### config.mk
export PLATFORM = sky130hd
export DESIGN_NAME = flip_pattern_gen
export DESIGN_NICKNAME = d
export VERILOG_FILES = /design/src/rtl/fpg_seed.sv /design/src/rtl/fpg_pe.sv /design/src/rtl/flip_pattern_gen.sv
export SDC_FILE = /design/constraint.sdc
export NUM_CORES = 2
export LEC_CHECK = 0
export ABC_AREA = 0
export BUFFER_PORTS_ARGS = -buffer_cell sky130_fd_sc_hd__buf_2
export CELL_PAD_IN_SITES_DETAIL_PLACEMENT = 0
export CELL_PAD_IN_SITES_GLOBAL_PLACEMENT = 1
export CORE_MARGIN = 3
export CORE_UTILIZATION = 59
export CTS_CLUSTER_SIZE = 40
export DETAILED_ROUTE_END_ITERATION = 10
export MAX_ROUTING_LAYER = met4
export PLACE_DENSITY = 0.86
export SLEW_MARGIN = 20
export SYNTH_ARGS = -nofsm -noshare
export SYNTH_HDL_FRONTEND = slang
export SYNTH_MEMORY_MAX_BITS = 65536
export SYNTH_SLANG_ARGS = --single-unit
### constraint.sdc
create_clock -name clk -period 11.7 [get_ports clk]
set_clock_uncertainty 0.1 [all_clocks]
set_input_delay 0.585 -clock clk [delete_from_list [all_inputs] [get_ports clk]]
set_output_delay 0.585 -clock clk [all_outputs]
set_load 0.03 [all_outputs]
### src/rtl/fpg_seed.sv
module fpg_seed #(
   parameter int RHO   = 16,
   parameter int CNT_W = 5
) (
   input  logic clk,
   input  logic rst_n,
   input  logic start,
   output logic beat_o,
   output logic vld_o
);
   logic [CNT_W-1:0] cnt;

   // One real item (the empty pattern) followed by RHO-1 padding beats.
   always_ff @(posedge clk or negedge rst_n) begin
      if (!rst_n) begin
         beat_o <= 1'b0;
         vld_o  <= 1'b0;
         cnt    <= '0;
      end else if (start) begin
         beat_o <= 1'b1;
         vld_o  <= 1'b1;
         cnt    <= CNT_W'(1);
      end else if (beat_o) begin
         vld_o <= 1'b0;
         if (cnt == CNT_W'(RHO)) beat_o <= 1'b0;
         else                    cnt    <= cnt + 1'b1;
      end
   end
endmodule

### src/rtl/fpg_pe.sv
module fpg_pe #(
   parameter int K   = 12,
   parameter int MW  = 6,
   parameter int CW  = 10,
   parameter int RHO = 16,
   parameter int IDX = 0
) (
   input  logic          clk,
   input  logic          rst_n,
   input  logic          start,
   input  logic [MW-1:0] mag,
   input  logic          beat_i,
   input  logic          vld_i,
   input  logic [K-1:0]  pat_i,
   input  logic [CW-1:0] cost_i,
   output logic          beat_o,
   output logic          vld_o,
   output logic [K-1:0]  pat_o,
   output logic [CW-1:0] cost_o
);
   localparam int CNT_W = $clog2(RHO + 1);
   localparam int IW    = $clog2(RHO);

   logic [K-1:0]  pat_m  [RHO];
   logic [CW-1:0] cost_m [RHO];
   logic          vld_m  [RHO];

   logic [CNT_W-1:0] wr, pa, pb, n_out;
   logic [IW-1:0]    wr_i, pa_i, pb_i;
   assign wr_i = wr[IW-1:0];
   assign pa_i = pa[IW-1:0];
   assign pb_i = pb[IW-1:0];

   // Buffer of the incoming sorted stream (no reset needed: guarded by wr).
   always_ff @(posedge clk) begin
      if (beat_i && !start && (wr < CNT_W'(RHO))) begin
         pat_m[wr_i]  <= pat_i;
         cost_m[wr_i] <= cost_i;
         vld_m[wr_i]  <= vld_i;
      end
   end

   // Head of the unchanged stream and head of the bit-IDX-set stream.
   logic          a_v, b_v, take_b, emit;
   logic [K-1:0]  a_p, b_p;
   logic [CW-1:0] a_c, b_c;
   logic [CW:0]   b_sum;

   always_comb begin
      a_v    = vld_m[pa_i];
      a_p    = pat_m[pa_i];
      a_c    = cost_m[pa_i];
      b_v    = vld_m[pb_i];
      b_p    = pat_m[pb_i] | (K'(1) << IDX);
      b_sum  = {1'b0, cost_m[pb_i]} + {{(CW + 1 - MW){1'b0}}, mag};
      b_c    = b_sum[CW] ? {CW{1'b1}} : b_sum[CW-1:0];
      take_b = b_v && (!a_v || (b_c < a_c));
      emit   = (wr > n_out) && (n_out < CNT_W'(RHO));
   end

   always_ff @(posedge clk or negedge rst_n) begin
      if (!rst_n) begin
         wr <= '0; pa <= '0; pb <= '0; n_out <= '0;
         beat_o <= 1'b0; vld_o <= 1'b0; pat_o <= '0; cost_o <= '0;
      end else if (start) begin
         wr <= '0; pa <= '0; pb <= '0; n_out <= '0;
         beat_o <= 1'b0;
      end else begin
         if (beat_i && (wr < CNT_W'(RHO))) wr <= wr + 1'b1;
         beat_o <= emit;
         if (emit) begin
            n_out <= n_out + 1'b1;
            if (take_b) begin
               vld_o  <= b_v;
               pat_o  <= b_p;
               cost_o <= b_c;
               pb     <= pb + 1'b1;
            end else begin
               vld_o  <= a_v;
               pat_o  <= a_p;
               cost_o <= a_c;
               pa     <= pa + 1'b1;
            end
         end
      end
   end
endmodule

### src/rtl/flip_pattern_gen.sv
module flip_pattern_gen #(
   parameter int K       = 12,
   parameter int MW      = 6,
   parameter int RHO     = 16,
   parameter bit OUT_REG = 1'b0,
   localparam int CW     = MW + $clog2(K)
) (
   input  logic            clk,
   input  logic            rst_n,
   input  logic            start,
   input  logic [K*MW-1:0] mag_in,
   input  logic [K-1:0]    hard_in,
   output logic            out_valid,
   output logic [K-1:0]    out_pattern,
   output logic [K-1:0]    out_word,
   output logic [CW-1:0]   out_cost
);
   localparam int CNT_W = $clog2(RHO + 1);

   if (K < 2) begin : g_bad_k
      $error("flip_pattern_gen: K must be at least 2");
   end
   if (RHO < 2 || RHO > (1 << K)) begin : g_bad_rho
      $error("flip_pattern_gen: RHO must lie in 2..2**K");
   end
   if (MW < 1) begin : g_bad_mw
      $error("flip_pattern_gen: MW must be positive");
   end

   logic [K*MW-1:0] mag_q;
   logic [K-1:0]    hard_q;

   always_ff @(posedge clk or negedge rst_n) begin
      if (!rst_n) begin
         mag_q  <= '0;
         hard_q <= '0;
      end else if (start) begin
         mag_q  <= mag_in;
         hard_q <= hard_in;
      end
   end

   logic          beat_c [K+1];
   logic          vld_c  [K+1];
   logic [K-1:0]  pat_c  [K+1];
   logic [CW-1:0] cost_c [K+1];

   assign pat_c[0]  = '0;
   assign cost_c[0] = '0;

   fpg_seed #(.RHO(RHO), .CNT_W(CNT_W)) u_seed (
      .clk(clk), .rst_n(rst_n), .start(start),
      .beat_o(beat_c[0]), .vld_o(vld_c[0])
   );

   for (genvar g = 0; g < K; g++) begin : g_pe
      fpg_pe #(.K(K), .MW(MW), .CW(CW), .RHO(RHO), .IDX(g)) u_pe (
         .clk(clk), .rst_n(rst_n), .start(start),
         .mag(mag_q[g*MW +: MW]),
         .beat_i(beat_c[g]), .vld_i(vld_c[g]),
         .pat_i(pat_c[g]), .cost_i(cost_c[g]),
         .beat_o(beat_c[g+1]), .vld_o(vld_c[g+1]),
         .pat_o(pat_c[g+1]), .cost_o(cost_c[g+1])
      );
   end

   if (OUT_REG) begin : g_oreg
      always_ff @(posedge clk or negedge rst_n) begin
         if (!rst_n) begin
            out_valid <= 1'b0; out_pattern <= '0; out_word <= '0; out_cost <= '0;
         end else if (start) begin
            out_valid <= 1'b0;
         end else begin
            out_valid   <= beat_c[K] && vld_c[K];
            out_pattern <= pat_c[K];
            out_word    <= pat_c[K] ^ hard_q;
            out_cost    <= cost_c[K];
         end
      end
   end else begin : g_ocomb
      assign out_valid   = beat_c[K] && vld_c[K];
      assign out_pattern = pat_c[K];
      assign out_word    = pat_c[K] ^ hard_q;
      assign out_cost    = cost_c[K];
   end
endmodule

==> flow_metrics.py <==
metrics = {
    "run_status": {
        "status": "finished clean",
    },
    "timing": {
        "final-setup-viol-count": 0,
        "timing.slew.headroom": 0.138,
        "finalWorstPathRequiredPeriod_ps": 8210,
        "hold_violations": 0,
        "rsz0062_at_grt": "no",
        "final_max_slew_viol_count": 0,
        "fin_hold_ws_ps": 187,
        "finalSetupTns_ps": 0,
        "max_clock_freq_mhz": 122,
        "fin_crit_sh": 0.702,
        "tightestPinTransition_ps": 1290,
    },
    "clocking": {
        "ctsResizeCount": 0,
        "cts_root_buf": "clkbuf_16",
        "post-cts-setup-buffers": 0,
        "clock_path_buffers": 4,
        "clock_sinks": 3367,
        "cts_buffers": 349,
        "ctsHoldBuffers": 86,
        "h-tree-depth": 5,
        "path_clk_slew_ps": 60,
        "worstSkewPairLatency_ps": 910,
        "cts_tree": "done",
    },
    "global_routing": {
        "grt_pass1_wl_um": 641000,
        "grt_overflow": 0,
        "antenna_found_initial": 11,
        "grt_pass1_vias": 101000,
        "grt_use_total": 0.312,
        "grt_max_degree": 127,
    },
    "synthesis": {
        "synth-seq-cells": 3367,
        "synth_top_cell_by_area": "edfxtp_1",
        "ys_warn_count": 0,
        "synth_most_common_cell": "edfxtp_1",
        "synth_cells": 10100,
        "synthArstFlopShare": 0.154,
        "syn-num-nets": 10500,
        "yosysTopAreaCellShare": 0.527,
        "post_synth.cell_area_avg_um2": 16.0,
        "syn_area_um2": 162000,
        "synth.area.top_cells": "edfxtp_1 53%, mux4_2 15%, dfrtp_1 8.0%",
        "ys.flop_type": "edfxtp_1",
        "synth_cell_types": 83,
        "synth_edf_count": 2848,
        "synth_seq_area_share": 0.607,
        "synth_common_cells": "2848 x edfxtp_1, 1105 x mux4_2, 918 x mux2i_1, 519 x dfrtp_1, 513 x nand2_1",
    },
    "drt": {
        "drc": 0,
        "routed_wl_um": 427000,
        "final_antenna_net_count": 0,
        "first_pass_iters": 6,
        "route.vias.total": 99600,
        "post_drt_wl_per_cell_um": 30.2,
        "initialDrtViolationCount": 12600,
        "vias_per_cell": 7.04,
    },
    "die": {
        "rows": 191,
        "fp.dieArea_um2": 281000,
        "start_util": 0.596,
        "pin_count": 122,
        "fp.dieH_um": 530,
        "coreArea_um2": 272000,
        "die_w_um": 530,
    },
    "cells_and_area": {
        "nFillCells": 18000,
        "regArea_um2": 98600,
        "synthToLayoutAreaGrowth_pct": 10.6,
        "drive_gt1_frac": 0.223,
        "multi_input_area_um2": 60400,
        "nets": 10700,
    },
    "critical_path": {
        "critical_path_peak_fanout": 37,
        "cp_num_buf_inv": 2,
        "worstPathRequired_ps": 12310,
        "cp.arrival_ps": 8820,
        "critical_path.max_stage_delay_ps": 1080,
        "worstPathCellList": "buf_4, and2_1, a221oi_1, a22oi_1, nand2_1, ha_1, inv_1, fa_1, nor2b_1, o21ai_0, a21boi_0, o21a_1, o2111ai_1, o21ai_0, ha_1, a21o_1, a21o_1, a211oi_1, o31ai_1, nor4b_1, a21oi_2, nor2_1, o311ai_0",
        "critPathTopFamily": "compound AO/OA/AOI/OAI gates",
        "cp_slowest_cell": "dfrtp_2",
        "critPathCaptureType": "register",
        "critPathKind": "reg2reg",
        "critPathLaunchType": "register",
    },
    "placement": {
        "routabilityCongestion": 0.893,
        "dp_hpwl_um": 256000,
        "io_buffers": 121,
    },
    "pwr": {
        "p_leak_uw": 0.0591,
        "irDropWorstVdd_mv": 0.228,
        "p_per_area_nw_per_um2": 213,
    },
    "job": {
        "drv_cap": 0,
    },
    "hold_path": {
        "min-delay-path-class": "in2async",
    },
}
[sequential cells by signal, summed over array words and instances, names as in the netlist, 5 cells and up]
register	count
g_pe.u_pe.cost_m	1600
g_pe.u_pe.pat_m	1056
g_pe.u_pe.vld_m	192
g_pe.u_pe.cost_o	110
g_pe.u_pe.pat_o	78
mag_q	72
g_pe.u_pe.n_out	60
g_pe.u_pe.wr	60
g_pe.u_pe.pa	48
g_pe.u_pe.pb	48
g_pe.u_pe.beat_o	12
g_pe.u_pe.vld_o	12
hard_q	12
u_seed.cnt	5
[area by class of cell]
class	instances	share of cell area
antenna	9	0.000125
clock buffer	468	0.0531
clock inverter	180	0.00999
inverter	260	0.00545
multi-input combinational	5791	0.336
sequential	3367	0.549
tap	3570	0.0249
timing repair buffer	505	0.0210
[final timing paths]
check / slack [ps] / from / depth (start not counted) / to
worst max register to register: 3490 / g_pe[8].u_pe.pb[1] / 23 / g_pe[8].u_pe.pat_o[5]
worst min register to register: 360 / g_pe[11].u_pe.vld_o / 2 / g_pe[11].u_pe.vld_o
worst min-delay path: 190 / rst_n / 2 / g_pe[11].u_pe.pat_o[10]
min in group clk: 330 / mag_in[7] / 4 / mag_q[7]
worst max-delay path: 3490 / g_pe[8].u_pe.pb[1] / 23 / g_pe[8].u_pe.pat_o[5]
max in group asynchronous: 8610 / rst_n / 5 / mag_q[17]
[cell usage in the layout (no fill, tap or decap), drive strengths merged, types with 93 or more instances in the layout]
cell    instances
buf           419
ha            301
a22oi         155
edfxtp       2848
nand3         146
mux4         1105
inv           266
mux2i         918
o21ai         365
a221oi        508
a21oi         142
clkinv        132
o21a           93
nor2b         101
clkbuf        468
mux2          120
dfrtp         519
nor2          433
nand2         513
[routing by layer]
metal,global-route usage,up-vias,part of all wire
li1,-,41600,-
met5,-,-,0
met1,0.417,51200,0.38
met2,0.496,5712,0.49
met4,0.107,0,0.038
met3,0.0455,1056,0.097
[where the power goes]
group          total, uW  switching, uW  leakage, uW  internal (uW)
sequential         17200           2210       0.0324          15000
clock              11000           4680      0.00552           6350
combinational      10100           5410       0.0211           4690
total              38300          12300       0.0591          26000
[worst register-to-register path, cell delays in order, from the launching register on]
cell and delay (ps):
dfrtp_2 1080, buf_4 540, and2_1 850, a221oi_1 210
a22oi_1 220, nand2_1 100, ha_1 210, inv_1 80
fa_1 180, nor2b_1 50, o21ai_0 210, a21boi_0 170
o21a_1 250, o2111ai_1 710, o21ai_0 320, ha_1 280
a21o_1 180, a21o_1 170, a211oi_1 230, o31ai_1 120
nor4b_1 470, a21oi_2 210, nor2_1 830, o311ai_0 280
[stage by stage]
| stage | cells | total power, uW | setup slack, ps | utilization | instance area (um2) |
|---|---|---|---|---|---|
| 3_3_place_gp | 13400 | 27000 | 3680 | 0.614 | 167000 |
| 2_1_floorplan | 10100 | 24300 | 4680 | - | 162000 |
| 6_report | 14200 | 38300 | 3490 | 0.660 | 180000 |
| 3_5_place_dp | 13400 | 27400 | 3510 | 0.614 | 167000 |
| 5_1_grt | 14100 | 40000 | 2870 | 0.660 | 180000 |
| 4_1_cts | 14100 | 38400 | 3490 | 0.659 | 179000 |
[logic make-up after synthesis]
group                    count (synthesis)  share of synthesized area
AO/OA/AOI/OAI                         1628                     0.0728
XOR/XNOR                               133                    0.00718
adder cells (fa/ha/maj)                312                     0.0246
buffers and inverters                  966                     0.0249
flip-flops                            3367                      0.607
multiplexers                          2143                      0.218
AND/OR/NAND/NOR                       1575                     0.0451
Note: power is estimated with default switching activity, not from simulation.
